--- config.mk ---
export PLATFORM = sky130hd
export DESIGN_NAME = slot_status_regs
export DESIGN_NICKNAME = d
export VERILOG_FILES = /design/src/rtl/slotreg_pkg.sv /design/src/rtl/slot_presence_enc.sv /design/src/rtl/irq_flag.sv /design/src/rtl/slot_status_regs.sv
export SDC_FILE = /design/constraint.sdc
export NUM_CORES = 1
export LEC_CHECK = 0
export ABC_AREA = 1
export CAP_MARGIN = 30
export CORE_ASPECT_RATIO = 1.75
export CORE_MARGIN = 1
export CORE_UTILIZATION = 39
export DETAILED_ROUTE_END_ITERATION = 10
export PLACE_DENSITY = 0.74
export SYNTH_ARGS = -nofsm -noshare
export SYNTH_HDL_FRONTEND = slang
export SYNTH_HIERARCHICAL = 1
export SYNTH_SLANG_ARGS = --single-unit
--- constraint.sdc ---
create_clock -name clk -period 1.1 [get_ports clk]
set_clock_uncertainty 0.05 [all_clocks]
set_input_delay 0.33 -clock clk [delete_from_list [all_inputs] [get_ports clk]]
set_output_delay 0.33 -clock clk [all_outputs]
set_load 0.01 [all_outputs]
--- src/rtl/slotreg_pkg.sv ---
package slotreg_pkg;
  localparam int unsigned DW           = 16;
  localparam int unsigned NARROW_SLOTS = 4;
  localparam int unsigned WIDE_SLOTS   = 7;
  localparam int unsigned MASK_W       = 8;
  localparam int unsigned IRQ_N        = 2;

  typedef enum logic [3:0] {
    RA_FLASH_PROT = 4'd0,
    RA_BOOT_SIZE  = 4'd1,
    RA_ENV        = 4'd2,
    RA_PLATFORM   = 4'd3,
    RA_PRES_LO    = 4'd4,
    RA_PRES_HI    = 4'd5,
    RA_MGMT_STAT  = 4'd6,
    RA_EXT_STAT   = 4'd7,
    RA_MASK       = 4'd8
  } reg_addr_e;

  localparam logic [DW-1:0] FLASH_PROT_VAL = 16'h00FF;
  localparam logic [DW-1:0] BOOT_SIZE_VAL  = 16'h1000;
  localparam logic [DW-1:0] ENV_VAL        = 16'h0021;
  localparam logic [DW-1:0] EXT_WIDE_VAL   = 16'h0054;

  // AND mask contributed by an occupied slot in the seven-slot layout
  function automatic logic [DW-1:0] wide_mask(input int unsigned slot);
    case (slot)
      1, 5:    wide_mask = 16'hF0FF;
      2, 6:    wide_mask = 16'hFFF0;
      3:       wide_mask = 16'h0FFF;
      4:       wide_mask = 16'hFF0F;
      default: wide_mask = 16'hFFFF;
    endcase
  endfunction

  function automatic logic [2:0] variant_code(input logic [1:0] v);
    case (v)
      2'd1:    variant_code = 3'd4;
      2'd2:    variant_code = 3'd3;
      default: variant_code = 3'd0;
    endcase
  endfunction
endpackage

--- src/rtl/slot_presence_enc.sv ---
module slot_presence_enc
  import slotreg_pkg::*;
(
  input  logic                  wide_mode,
  input  logic [WIDE_SLOTS-1:0] present,
  output logic [DW-1:0]         word_lo,
  output logic [DW-1:0]         word_hi
);
  localparam int unsigned NIB = DW / 4;
  localparam logic [DW-1:0] REP = {NIB{4'b0001}};

  logic [DW-1:0] narrow_w, wide_a, wide_b;

  always_comb begin
    narrow_w = '1;
    for (int unsigned i = 0; i < NARROW_SLOTS; i++)
      if (present[i]) narrow_w = narrow_w & ~(REP << i);
  end

  always_comb begin
    wide_a = '1;
    wide_b = '1;
    for (int unsigned s = 1; s < WIDE_SLOTS; s++) begin
      if (present[s]) begin
        if (s <= 4) wide_a = wide_a & wide_mask(s);
        else        wide_b = wide_b & wide_mask(s);
      end
    end
  end

  assign word_lo = wide_mode ? wide_a : narrow_w;
  assign word_hi = wide_mode ? wide_b : '0;
endmodule

--- src/rtl/irq_flag.sv ---
module irq_flag (
  input  logic clk,
  input  logic rst,
  input  logic set_i,
  input  logic clr_i,
  output logic flag_o
);
  always_ff @(posedge clk) begin
    if (rst)        flag_o <= 1'b0;
    else if (set_i) flag_o <= 1'b1;
    else if (clr_i) flag_o <= 1'b0;
  end

  assert_set_wins_R9: assert property (@(posedge clk) disable iff (rst)
    set_i |=> flag_o);
  assert_clear_on_read_R7: assert property (@(posedge clk) disable iff (rst)
    (clr_i && !set_i) |=> !flag_o);
  assert_level_hold_R8: assert property (@(posedge clk) disable iff (rst)
    (!set_i && !clr_i) |=> $stable(flag_o));
endmodule

--- src/rtl/slot_status_regs.sv ---
module slot_status_regs
  import slotreg_pkg::*;
#(
  parameter int unsigned ADDR_W = 4
) (
  input  logic                  clk,
  input  logic                  rst,
  input  logic [ADDR_W-1:0]     bus_addr,
  input  logic                  bus_rd,
  input  logic                  bus_wr,
  input  logic [DW-1:0]         bus_wdata,
  output logic [DW-1:0]         bus_rdata,
  input  logic [WIDE_SLOTS-1:0] slot_present,
  input  logic                  wide_mode,
  input  logic [1:0]            variant_sel,
  input  logic                  mgmt_set,
  input  logic                  ext_set,
  output logic                  mgmt_irq,
  output logic                  ext_irq
);
  localparam int unsigned SEL_W = 4;

  logic             in_window;
  logic [SEL_W-1:0] sel;
  logic [DW-1:0]    pres_lo, pres_hi;
  logic [MASK_W-1:0] mask_q;
  logic [IRQ_N-1:0] set_vec, clr_vec, flag_vec;

  generate
    if (ADDR_W > SEL_W) begin : g_wide_addr
      assign in_window = (bus_addr[ADDR_W-1:SEL_W] == '0);
      assign sel       = bus_addr[SEL_W-1:0];
    end else begin : g_narrow_addr
      assign in_window = 1'b1;
      assign sel       = SEL_W'(bus_addr);
    end
  endgenerate

  slot_presence_enc u_pres (
    .wide_mode (wide_mode),
    .present   (slot_present),
    .word_lo   (pres_lo),
    .word_hi   (pres_hi)
  );

  assign set_vec = {ext_set, mgmt_set};
  assign clr_vec = {bus_rd && in_window && (sel == RA_EXT_STAT),
                    bus_rd && in_window && (sel == RA_MGMT_STAT)};

  generate
    for (genvar k = 0; k < IRQ_N; k++) begin : g_irq
      irq_flag u_flag (
        .clk    (clk),
        .rst    (rst),
        .set_i  (set_vec[k]),
        .clr_i  (clr_vec[k]),
        .flag_o (flag_vec[k])
      );
    end
  endgenerate

  assign mgmt_irq = flag_vec[0];
  assign ext_irq  = flag_vec[1];

  always_ff @(posedge clk) begin
    if (rst)
      mask_q <= '0;
    else if (bus_wr && in_window && sel == RA_MASK)
      mask_q <= bus_wdata[MASK_W-1:0];
  end

  always_ff @(posedge clk) begin
    if (rst || !bus_rd || !in_window) begin
      bus_rdata <= '0;
    end else begin
      case (sel)
        RA_FLASH_PROT: bus_rdata <= FLASH_PROT_VAL;
        RA_BOOT_SIZE:  bus_rdata <= BOOT_SIZE_VAL;
        RA_ENV:        bus_rdata <= ENV_VAL;
        RA_PLATFORM:   bus_rdata <= DW'({variant_code(variant_sel), 5'b0});
        RA_PRES_LO:    bus_rdata <= pres_lo;
        RA_PRES_HI:    bus_rdata <= pres_hi;
        RA_MGMT_STAT:  bus_rdata <= '0;
        RA_EXT_STAT:   bus_rdata <= wide_mode ? EXT_WIDE_VAL : '0;
        RA_MASK:       bus_rdata <= DW'(mask_q);
        default:       bus_rdata <= '0;
      endcase
    end
  end

  assert_idle_zero_R10: assert property (@(posedge clk) disable iff (rst)
    !bus_rd |=> bus_rdata == '0);
  assert_unmapped_zero_R10: assert property (@(posedge clk) disable iff (rst)
    (bus_rd && sel > RA_MASK) |=> bus_rdata == '0);
  assert_ro_write_R11: assert property (@(posedge clk) disable iff (rst)
    (bus_wr && sel != RA_MASK) |=> $stable(mask_q));
  assert_mask_upper_R6: assert property (@(posedge clk) disable iff (rst)
    (bus_rd && sel == RA_MASK) |=> bus_rdata[DW-1:MASK_W] == '0);
  assert_narrow_count_R2: assert property (@(posedge clk) disable iff (rst)
    !wide_mode |-> $countones(~pres_lo) == 4 * $countones(slot_present[NARROW_SLOTS-1:0]));
  assert_wide_slot0_R3: assert property (@(posedge clk) disable iff (rst)
    (wide_mode && slot_present[WIDE_SLOTS-1:1] == '0) |-> (pres_lo == '1 && pres_hi == '1));
  assert_mgmt_read_zero_R7: assert property (@(posedge clk) disable iff (rst)
    (bus_rd && sel == RA_MGMT_STAT) |=> bus_rdata == '0);
endmodule

* Word level (Yosys, flattened, before mapping)
Index checks and enable logic that the tools add are counted.
** Storage, ports and cells
- Register bits after elaboration :: 26
- Latch bits :: 0
- Bits in writable memories :: 0
- Bits in read-only memories :: 0
- Output and inout port bits :: 18
- Memories :: 0
** Cells by class
- $add $sub $neg :: 0
- $mul :: 0
- Div/mod/pow operators :: 0
- Order comparisons :: 0
- Eq/ne operators :: 10
- Shift operators :: 0
- Multiplexer cells :: 23
- Bitwise operators :: 4
- Reductions and logical operators :: 8
** Operators with widths (count)
- $mux 16 :: 11
- $pmux 16 s8 :: 1
- $and 16x16->16 :: 4
- $mux 12 :: 2
- $eq 4x3->1 const B :: 4
- $mux 15 :: 1
- $mux 14 :: 1
- $mux 13 :: 1
- $eq 4x2->1 const B :: 2
- $mux 7 :: 1
- $pmux 3 s2 :: 1
- $eq 4x1->1 const B :: 1
- $eq 4x4->1 const B :: 1
- $logic_not 4->1 :: 1
- $mux 1 :: 4
- $reduce_bool 2->1 :: 2
- $logic_and 1x1->1 :: 3
- $eq 2x1->1 const B :: 1
- $eq 2x2->1 const B :: 1
- $logic_not 1->1 :: 1
- $logic_or 1x1->1 :: 1

* Longest topological paths before layout
- Depth after elaboration :: 9
- Depth in mapped cells :: 8
- Depth with buffers taken out :: 7

* Modules after synthesis
Netlist, hierarchy kept.
** By module, submodules not included
- slot_status_regs :: instances 1, cells each 160, area each 1133.6 um2
- slot_presence_enc :: instances 1, cells each 43, area each 214.0 um2
- irq_flag :: instances 2, cells each 5, area each 40.0 um2

* Worst setup path after synthesis
OpenSTA, ideal clock, no wires.
- Path kind :: input to register
- From :: input port rst
- To :: register bus_rdata[11]
- Setup time :: 0.070 ns
- Arrival :: 1.080 ns
- Required time :: 0.980 ns
- Path slack :: -0.100 ns
- Cell stages on the path :: 5
- Cells stage by stage :: buf_2 or2_1 clkbuf_2 buf_2 a21oi_1
** Between the ends
- Cells in the longest elaborated chain, start to end :: 1
** RTL lines
- from (decl) :: RTL line slot_status_regs.sv:7 : input logic rst,
- $logic_or 1x1->1 :: RTL line slot_status_regs.sv:73 : if (rst || !bus_rd || !in_window) begin
- to (signal assigned) :: RTL line slot_status_regs.sv:80 : RA_PLATFORM: bus_rdata <= DW'({variant_code(variant_sel), 5'b0});
- to (signal assigned) :: RTL line slot_status_regs.sv:81 : RA_PRES_LO: bus_rdata <= pres_lo;
- to (signal assigned) :: RTL line slot_status_regs.sv:82 : RA_PRES_HI: bus_rdata <= pres_hi;
- to (decl) :: RTL line slot_status_regs.sv:12 : output logic [DW-1:0] bus_rdata,
No other way between the ends.
A chain may end at the register's enable or synchronous reset.

* Final worst setup path
- From :: register g_irq[1].u_flag.flag_o
- To :: output port ext_irq
** RTL lines
- from (decl) :: RTL line irq_flag.sv:6 : output logic flag_o
- from (signal assigned) :: RTL line irq_flag.sv:9 : if (rst) flag_o <= 1'b0;
- from (signal assigned) :: RTL line irq_flag.sv:10 : else if (set_i) flag_o <= 1'b1;
- from (signal assigned) :: RTL line irq_flag.sv:11 : else if (clr_i) flag_o <= 1'b0;
- to (decl) :: RTL line slot_status_regs.sv:19 : output logic ext_irq
No word-level cell between the ends.

==> out/qor.txt <==
Via Count = 1591
antenna fix cells = 0
max_cap viols = 0
Sequential Power Share = 0.433
DIE HEIGHT = 82.0 µm
peak supply drop = 0.709 mV
DR vias/cell = 4.97
failing checks = setup timing
Synth area leaders = dfxtp_1, nand2_1, buf_4
CTS Buffer Depth = 2
TritonCTS Buffers = 3
relative slew slack = 0.804
final hold violation count = 0
Clock Latency Late Sink = 270 ps
placed cells = 308
#FFs+latches synth = 26
post-synthesis cell type count = 26
Starting Density = 0.416
post-layout min period = 1110 ps
P_leak = 0.994 nW
type of origin of the critical path = flop
ratio of cells with drive above 1 in the final layout = 0.404
Worst Setup Path Type = flop to output pin
Pins Over Slew Limit = 0
final non-filler cell total = 320
period utilisation layout = 1.01
CP max stage delay = 340 ps
row cnt = 28
Mapped Cells = 213
Hold Crit Class = flop to flop
CP max stage cell = dfxtp_2
cell area after synthesis = 1430 µm²
H-Tree Level Count = 1
Post-layout nets = 312
CP cell instances = buf_6
largest net degree at the start of global routing = 16
RSZ-0062 raised after global routing = true
fmax = 903 MHz
worst-path fanout max = 2
largest area contributor in the netlist = dfxtp_1
core area = 3430 µm²
Iter 0 DRT Violations = 53
top cell type's share of synthesized area = 0.365
Final WS setup = -6.94 ps
clk sink count = 26
setup_tns = -6.94 ps
CP Data Required Time = 720 ps
die area = 3920 µm²
Post-DP HPWL = 2820 µm
P_int = 1.68 mW
clock tree from TritonCTS = yes
Logic pwr share = 0.208
Post-Route WL = 4080 µm
GPL Wtd Cong = 0.941
I/O pins = 54
residual DRC count = 0
Layout fillers = 323
gr usage total = 0.242
post-synthesis area per instance = 6.70 µm²
Post-Place Setup Slack = -668 ps
iteration count of the initial detailed-routing pass = 4
Worst-Margin Slew = 291 ps
Buf+Inv Stages, Crit Path = 1
first-pass GRT wire length = 6700 µm
number of routed nets with antenna violations = 0
PD cells = 1020 nW/µm²
port bufs = 45
Yosys Warn Count = 6
clock transition at the registers of the reported paths = 90 ps
Net Sw Frac = 0.249
Syn Nets = 249
Sw Pwr = 559 µW
Die Wd = 47.7 µm
routed length per instance = 12.8 µm
vias in the first global route = 1611
Arr. time, crit path = 730 ps
grt ovf = 0
final core occ = 0.639
initial antenna violation count = 0
status = complete, but fails checks
# setup viols final = 1
Power Total = 2.24 mW
Worst setup EP type = output pin
Layout Area Growth over Synthesis = 53.6%
sequential area share after synthesis = 0.365
family with the most delay on the worst path = flip-flops
Clk pwr share = 0.358
Root Driver = clkbuf_8
cell families after synthesis:
family                 after synthesis  share of synthesized area
buffers and inverters               41                      0.160
AND/OR/NAND/NOR                    116                      0.352
flip-flops                          26                      0.365
AO/OA/AOI/OAI                       30                      0.123
cell type report:
cell class	count	area (µm²)	area share
tap	45	56.3	0.0257
clock inverter	1	30.0	0.0137
clock buffer	3	41.3	0.0188
inverter	19	71.3	0.0325
multi-input combinational	147	783	0.357
sequential	26	531	0.242
timing repair buffer	79	681	0.310
synthesized netlist by cell type, drive strengths merged:
| library cell | n |
|---|---|
| a21oi | 19 |
| a31oi | 2 |
| buf | 20 |
| clkbuf | 2 |
| dfxtp | 26 |
| inv | 19 |
| nand2 | 70 |
| nand3 | 15 |
| nand4 | 6 |
| nor2 | 22 |
| nor3 | 1 |
| nor4 | 1 |
| o211ai | 3 |
| o21a | 1 |
| o21ai | 3 |
| o21bai | 2 |
| or2 | 1 |
routing by layer:
metal / share of wire / GRT usage / routed length (µm)
met1: 0.33 / 0.212 / 1350
met4: 0.061 / 0.181 / 247
met5: 0 / 0 / 0
met2: 0.57 / 0.455 / 2330
met3: 0.039 / 0.0264 / 158
power by group through the flow:
stage	clock network (mW)	logic (mW)	registers, mW
after floorplan	0	0.209	0.997
after global placement	0	0.410	0.989
after detailed placement	0	0.412	0.990
after CTS	0.817	0.449	0.970
after global routing	0.857	0.507	0.973
final	0.803	0.467	0.970
cells in the final DEF, fill, tap and decap left out, types with 2 or more instances in the layout:
cell type,count
a21oi_1,10
a21oi_2,9
buf_2,15
buf_4,26
buf_6,13
clkbuf_8,3
clkdlybuf4s50_1,12
dfxtp_1,18
dfxtp_2,8
dlygate4sd2_1,9
inv_1,8
inv_2,11
nand2_1,60
nand2_2,9
nand3_1,14
nand4_1,6
nor2_1,14
nor2_2,5
nor2_4,4
o211ai_1,3
o21ai_1,2
o21bai_1,2
sequential cells by signal, summed over array words and instances (netlist names):
name,count
mask_q,8
bus_rdata,16
g_irq.u_flag/flag_o,2
what timing repair did:
| item | 4_1_cts | 5_1_grt |
|---|---|---|
| cloned | 3 | 0 |
| pin swaps | 18 | 10 |
| resized for setup | 132 | 23 |
| setup endpoints to repair | 44 | 38 |
| setup buffers | 4 | 1 |
| hold buffers | 0 | 0 |
per-stage QoR:
stage | instance area, µm² | hold slack [ps]
2_1_floorplan | 1480 | 342
3_3_place_gp | 2020 | 393
3_5_place_dp | 2020 | 399
4_1_cts | 2160 | 411
5_1_grt | 2190 | 436
6_report | 2190 | 413
final timing paths:
kind                                endpoint              startpoint  slack, ps  cells past startpoint
worst max-delay path                 ext_irq  g_irq[1].u_flag/flag_o         -7                      1
worst min-delay path               mask_q[0]               mask_q[0]        410                      2
worst max register to register  bus_rdata[3]               mask_q[3]        220                      2
worst min register to register     mask_q[0]               mask_q[0]        410                      2
No activity file was read; power rests on OpenSTA's default activity.
